### config.mk
export PLATFORM = sky130hd
export DESIGN_NAME = ecc_errlog
export DESIGN_NICKNAME = d
export VERILOG_FILES = /design/src/rtl/ecc_errlog_pkg.sv /design/src/rtl/ecc_errlog_capture.sv /design/src/rtl/ecc_errlog_cmd.sv /design/src/rtl/ecc_errlog.sv
export SDC_FILE = /design/constraint.sdc
export NUM_CORES = 1
export LEC_CHECK = 0
export CAP_MARGIN = 20
export CORE_MARGIN = 2
export CORE_UTILIZATION = 35
export CTS_BUF_LIST = sky130_fd_sc_hd__clkbuf_2 sky130_fd_sc_hd__clkbuf_4 sky130_fd_sc_hd__clkbuf_8
export DETAILED_ROUTE_END_ITERATION = 10
export PLACE_DENSITY = 0.81
export SLEW_MARGIN = 15
export SYNTH_ARGS = -nofsm -noshare
export SYNTH_HDL_FRONTEND = slang
export SYNTH_HIERARCHICAL = 1
export SYNTH_SLANG_ARGS = --single-unit
### constraint.sdc
create_clock -name clk -period 1.3 [get_ports clk]
set_clock_uncertainty 0.05 [all_clocks]
set_input_delay 0.26 -clock clk [delete_from_list [all_inputs] [get_ports clk]]
set_output_delay 0.26 -clock clk [all_outputs]
set_load 0.01 [all_outputs]
### src/rtl/ecc_errlog_pkg.sv
package ecc_errlog_pkg;

    typedef enum logic [1:0] {
        SEL_LOG  = 2'd0,
        SEL_STAT = 2'd1,
        SEL_CMD  = 2'd2,
        SEL_NONE = 2'd3
    } reg_sel_e;

    localparam int unsigned LOG_SB_BIT = 0;
    localparam int unsigned LOG_MB_BIT = 1;
    localparam int unsigned CMD_SB_BIT = 0;
    localparam int unsigned CMD_MB_BIT = 1;

endpackage

### src/rtl/ecc_errlog_capture.sv
module ecc_errlog_capture #(
    parameter int unsigned ADDR_W     = 32,
    parameter int unsigned PAGE_SHIFT = 12,
    parameter int unsigned ROW_W      = 3,
    localparam int unsigned PAGE_W    = ADDR_W - PAGE_SHIFT
) (
    input  logic              clk,
    input  logic              rst_n,
    input  logic              sb_evt,
    input  logic              mb_evt,
    input  logic [PAGE_W-1:0] evt_page,
    input  logic [ROW_W-1:0]  evt_row,
    input  logic              clr_sb,
    input  logic              clr_mb,
    output logic              sb_flag,
    output logic              mb_flag,
    output logic [PAGE_W-1:0] page,
    output logic [ROW_W-1:0]  sb_row,
    output logic [ROW_W-1:0]  mb_row
);

    typedef struct packed {
        logic              sbe;
        logic              mbe;
        logic [PAGE_W-1:0] page;
        logic [ROW_W-1:0]  sb_row;
        logic [ROW_W-1:0]  mb_row;
    } cap_t;

    cap_t st_d, st_q;

    always_comb begin
        st_d = st_q;
        if ((sb_evt || mb_evt) && !st_q.sbe && !st_q.mbe) begin
            st_d.page = evt_page;
        end
        if (sb_evt && !st_q.sbe) begin
            st_d.sb_row = evt_row;
        end
        if (mb_evt && !st_q.mbe) begin
            st_d.mb_row = evt_row;
        end
        st_d.sbe = sb_evt || (st_q.sbe && !clr_sb);
        st_d.mbe = mb_evt || (st_q.mbe && !clr_mb);
    end

    always_ff @(posedge clk) begin
        if (!rst_n) begin
            st_q <= '0;
        end else begin
            st_q <= st_d;
        end
    end

    assign sb_flag = st_q.sbe;
    assign mb_flag = st_q.mbe;
    assign page    = st_q.page;
    assign sb_row  = st_q.sb_row;
    assign mb_row  = st_q.mb_row;

    AST_SB_SETS: assert property (@(posedge clk) disable iff (!rst_n)
        sb_evt |=> sb_flag);
    AST_MB_STICKY: assert property (@(posedge clk) disable iff (!rst_n)
        (mb_flag && !clr_mb) |=> mb_flag);
    AST_PAGE_FROZEN: assert property (@(posedge clk) disable iff (!rst_n)
        (sb_flag || mb_flag) |=> $stable(page));
    AST_SB_ROW_FROZEN: assert property (@(posedge clk) disable iff (!rst_n)
        sb_flag |=> $stable(sb_row));
    AST_MB_ROW_FROZEN: assert property (@(posedge clk) disable iff (!rst_n)
        mb_flag |=> $stable(mb_row));
    AST_EVT_BEATS_CLEAR: assert property (@(posedge clk) disable iff (!rst_n)
        (sb_evt && clr_sb) |=> sb_flag);

endmodule

### src/rtl/ecc_errlog_cmd.sv
module ecc_errlog_cmd (
    input  logic clk,
    input  logic rst_n,
    input  logic cmd_we,
    input  logic sb_en_wr,
    input  logic mb_en_wr,
    input  logic sb_flag,
    input  logic mb_flag,
    output logic sb_en,
    output logic mb_en,
    output logic sys_err
);

    typedef struct packed {
        logic sb_en;
        logic mb_en;
    } cmd_t;

    cmd_t cmd_d, cmd_q;

    always_comb begin
        cmd_d = cmd_q;
        if (cmd_we) begin
            cmd_d.sb_en = sb_en_wr;
            cmd_d.mb_en = mb_en_wr;
        end
    end

    always_ff @(posedge clk) begin
        if (!rst_n) begin
            cmd_q <= '0;
        end else begin
            cmd_q <= cmd_d;
        end
    end

    assign sb_en   = cmd_q.sb_en;
    assign mb_en   = cmd_q.mb_en;
    assign sys_err = (sb_flag && cmd_q.sb_en) || (mb_flag && cmd_q.mb_en);

    AST_EN_HOLD: assert property (@(posedge clk) disable iff (!rst_n)
        !cmd_we |=> ($stable(sb_en) && $stable(mb_en)));
    AST_NO_FLAG_NO_ERR: assert property (@(posedge clk) disable iff (!rst_n)
        (!sb_flag && !mb_flag) |-> !sys_err);

endmodule

### src/rtl/ecc_errlog.sv
module ecc_errlog
    import ecc_errlog_pkg::*;
#(
    parameter int unsigned ADDR_W     = 32,
    parameter int unsigned PAGE_SHIFT = 12,
    parameter int unsigned ROW_W      = 3,
    localparam int unsigned PAGE_W    = ADDR_W - PAGE_SHIFT,
    localparam int unsigned STAT_W    = 2 * ROW_W + 2,
    localparam int unsigned STAT_MB   = ROW_W + 1
) (
    input  logic              clk,
    input  logic              rst_n,
    input  logic              sb_evt,
    input  logic              mb_evt,
    input  logic [ADDR_W-1:0] evt_addr,
    input  logic [ROW_W-1:0]  evt_row,
    input  logic [1:0]        bus_sel,
    input  logic              bus_we,
    input  logic [ADDR_W-1:0] bus_wdata,
    output logic [ADDR_W-1:0] bus_rdata,
    output logic              sys_err
);

    reg_sel_e          sel;
    logic              clr_sb, clr_mb, cmd_we;
    logic              sb_flag, mb_flag, sb_en, mb_en;
    logic [PAGE_W-1:0] page;
    logic [ROW_W-1:0]  sb_row, mb_row;
    logic [ADDR_W-1:0] log_word, stat_word, cmd_word;
    logic              unused_bits;

    assign sel = reg_sel_e'(bus_sel);

    always_comb begin
        clr_sb = 1'b0;
        clr_mb = 1'b0;
        cmd_we = 1'b0;
        if (bus_we) begin
            case (sel)
                SEL_LOG: begin
                    clr_sb = bus_wdata[LOG_SB_BIT];
                    clr_mb = bus_wdata[LOG_MB_BIT];
                end
                SEL_STAT: begin
                    clr_sb = bus_wdata[0];
                    clr_mb = bus_wdata[STAT_MB];
                end
                SEL_CMD:  cmd_we = 1'b1;
                default:  ;
            endcase
        end
    end

    ecc_errlog_capture #(
        .ADDR_W    (ADDR_W),
        .PAGE_SHIFT(PAGE_SHIFT),
        .ROW_W     (ROW_W)
    ) u_capture (
        .clk     (clk),
        .rst_n   (rst_n),
        .sb_evt  (sb_evt),
        .mb_evt  (mb_evt),
        .evt_page(evt_addr[ADDR_W-1:PAGE_SHIFT]),
        .evt_row (evt_row),
        .clr_sb  (clr_sb),
        .clr_mb  (clr_mb),
        .sb_flag (sb_flag),
        .mb_flag (mb_flag),
        .page    (page),
        .sb_row  (sb_row),
        .mb_row  (mb_row)
    );

    ecc_errlog_cmd u_cmd (
        .clk     (clk),
        .rst_n   (rst_n),
        .cmd_we  (cmd_we),
        .sb_en_wr(bus_wdata[CMD_SB_BIT]),
        .mb_en_wr(bus_wdata[CMD_MB_BIT]),
        .sb_flag (sb_flag),
        .mb_flag (mb_flag),
        .sb_en   (sb_en),
        .mb_en   (mb_en),
        .sys_err (sys_err)
    );

    assign log_word  = {page, {(PAGE_SHIFT-2){1'b0}}, mb_flag, sb_flag};
    assign stat_word = {{(ADDR_W-STAT_W){1'b0}}, mb_row, mb_flag, sb_row, sb_flag};
    assign cmd_word  = {{(ADDR_W-2){1'b0}}, mb_en, sb_en};

    always_comb begin
        case (sel)
            SEL_LOG:  bus_rdata = log_word;
            SEL_STAT: bus_rdata = stat_word;
            SEL_CMD:  bus_rdata = cmd_word;
            default:  bus_rdata = '0;
        endcase
    end

    assign unused_bits = ^{evt_addr[PAGE_SHIFT-1:0], bus_wdata[ADDR_W-1:STAT_MB+1],
                           bus_wdata[STAT_MB-1:2]};

    AST_RESET_QUIET: assert property (@(posedge clk)
        !rst_n |=> (!sb_flag && !mb_flag && !sys_err));
    AST_STAT_LOG_AGREE: assert property (@(posedge clk) disable iff (!rst_n)
        (stat_word[0] == log_word[0]) && (stat_word[STAT_MB] == log_word[1]));
    AST_CLEAR_TAKES: assert property (@(posedge clk) disable iff (!rst_n)
        (clr_sb && !sb_evt) |=> !sb_flag);

endmodule

==> out/qor.csv <==
metric,value,unit
status,finished clean,
DRT Pass-1 Iters,5,
layout cells sized above 1,0.3115,
DR vias/cell,4.510,
slowest CP cell,and2b_2,
cell family with most CP delay,simple AND/OR/NAND/NOR gates,
final period utilization,0.9842,
Crit Path Category,primary input to output port,
Reg power frac,0.447,
average wire per cell in the routed design,12.31,µm
Tot GR Track Use,0.1532,
Worst VDD drop,511.8,µV
DRT antenna net count,0,
worst path arrival time,0.97,ns
crit-path cells,buf_8 > and2b_2 > buf_6 > and2_4 > buf_6,
Starting Density,0.3686,
Die H,69.14,µm
remaining routing DRC violations,0,
CTS buffer count,5,
R2R Path Start,u_capture/mb_flag,
n_diodes,0,
Post-CTS Hold Fix Bufs,0,
CTS tree,yes,
io pins,107,
Die W,69.14,µm
Port Buf Inserts,61,
Mean Syn Cell Area,8.947,µm²
initial antenna violation count,0,
die area,4780,µm²
first-pass GRT wire length,6.030,mm
root buf cell,clkbuf_8,
HPWL after DPL,2.387,mm
final setup margin,0.02060,ns
Synth Cell Area,1485,µm²
"most common cell after layout, fill and taps aside",nand2_1,
final setup vio count,0,
MaxCap Viol Count,0,
clock slew at reported path FFs,0.06,ns
total power,2284,µW
power share of the clock group,0.340,
worst path required time,0.99,ns
final hold viol count,0,
CTS Buffer Depth,2,
Tightest Hold Check Type,primary input to flop,
TritonCTS Sinks,30,
total number of vias,1326,
number of global-route vias before repair,1361,
sequential-to-total area share from yosys stat,0.4044,
Tmin final,1.279,ns
later-pin clock latency in the skew report,0.27,ns
hold_sp,mb_evt,
Worst Path Buf+Inv,3,
FP Rows,23,
grt ovf,0,
Area Overhead vs Synth,59.48,%
Final Max Slew Viols,0,
CP endpoint kind,output port,
switching portion of total power,0.2423,
Seq cells post-synth,30,
Syn Inst Count,166,
GP Congestion,0.8303,
NetSw,553.4,µW
cell-internal power,1731,µW
CP startpoint kind,primary input,
unrepaired setup endpoints after global routing,true,
yosys warns,6,
CTS H-Tree Depth,2,
largest net degree at the start of global routing,51,
cell area power density,964.4,nW/µm²
Leak,0.001116,µW
fmax,781.6,MHz
pre-CTS WS,-0.8386,ns
crit-path max cell delay,0.24,ns
fillers,385,
CP Max Fanout,4,
DR iter-0 viols,20,
"most used cell, CP",buf_6,
final wirelength,3.619,mm
# nets final,317,
Comb pwr share,0.214,
core area,4029,µm²
most frequent cells in the layout,"nand2_1, mux2i_1, clkdlybuf4s50_1",
Setup crit start,bus_sel[1],
Netlist cell types,22,
[power groups by stage]
stage / clock, µW / sequential [µW] / combinational (µW)
final: 776 / 1020 / 488
after global routing: 829 / 1030 / 532
after CTS: 803 / 1020 / 436
after detailed placement: 0 / 1040 / 434
after global placement: 0 / 1030 / 425
after floorplan: 0 / 1030 / 228
[cells in the mapped netlist]
library cell	count	area [µm²]
mux2i_1	29	290.3
and2b_1	1	7.510
and2_1	27	168.9
nand2_1	40	150.1
mux2_1	1	11.26
nor3_4	1	16.27
buf_6	2	22.52
o21a_1	2	15.01
buf_2	2	10.01
dfxtp_1	30	600.6
buf_4	5	37.54
nor2b_1	11	68.82
inv_1	1	3.750
a22o_1	2	17.52
o2bb2ai_1	1	8.760
nor2_1	2	7.510
clkbuf_2	2	10.01
nor2b_2	1	8.760
clkbuf_1	2	7.510
nand2b_1	1	6.260
conb_1	1	3.750
and3_1	2	12.51
[cell type report]
cell class / instances / area [µm²] / share of cell area
clock inverters: 1 / 5.005 / 0.002113
repair buffers: 80 / 762.0 / 0.3217
flip-flops and latches: 30 / 604.3 / 0.2552
well taps: 50 / 62.56 / 0.02641
inverters: 1 / 3.754 / 0.001585
clock buffers: 7 / 90.09 / 0.03803
multi-input cells: 125 / 840.8 / 0.3550
[sequential cells by signal (all words and copies together) (netlist names)]
name,flops
u_capture/mb_flag,1
u_capture/mb_row,3
u_capture/page,20
u_capture/sb_flag,1
u_capture/sb_row,3
u_cmd/mb_en,1
u_cmd/sb_en,1
[through the flow]
stage	area [µm²]	TNS [ns]	utilization	instances	hold slack, ns
final	2369	0	0.5879	294	0.2248
after CTS	2231	0	0.5537	292	0.4026
after floorplan	1496	0	-	169	0.3338
after global placement	2197	-26.81	0.5453	279	0.3879
after global routing	2369	-0.06954	0.5879	294	0.2550
after detailed placement	2197	-28.51	0.5453	279	0.3930
[final timing paths]
path | end | slack (ns) | cells after the start
setup reg to reg | u_capture/page[4] | 0.04 | 5
hold reg to reg | u_capture/page[9] | 0.40 | 2
hold / removal | u_capture/mb_flag | 0.22 | 2
setup / recovery | bus_rdata[2] | 0.02 | 5
[layer usage]
layer | up-vias | routed length (µm) | track usage
met2 | 41 | 1704 | 0.2436
met5 | - | 0 | 0
met4 | 0 | 64 | 0.06972
met3 | 7 | 222 | 0.04094
met1 | 602 | 1628 | 0.1931
li1 | 676 | - | -
[cells by family (layout without fill, tap and decap cells)]
group,Yosys count,in the layout,synth area share
flops,30,30,0.4044
simple gates,86,86,0.3008
other cells,1,4,0.002525
compound gates,5,5,0.02780
buf+inv,14,89,0.06150
mux,30,30,0.2030
[worst reg2reg max path: stages (launching register included)]
cell and delay [ns]:
dfxtp_2 0.34, buf_4 0.15, nor3_4 0.17, buf_6 0.16, buf_6 0.14, mux2i_1 0.18
[timing repair]
action,in CTS,in global routing
cloned,1,3
buffers inserted,4,1
setup endpoints to repair,32,44
pin swaps,2,4
resized for setup,137,27
Power figures use the tool's default switching activity.
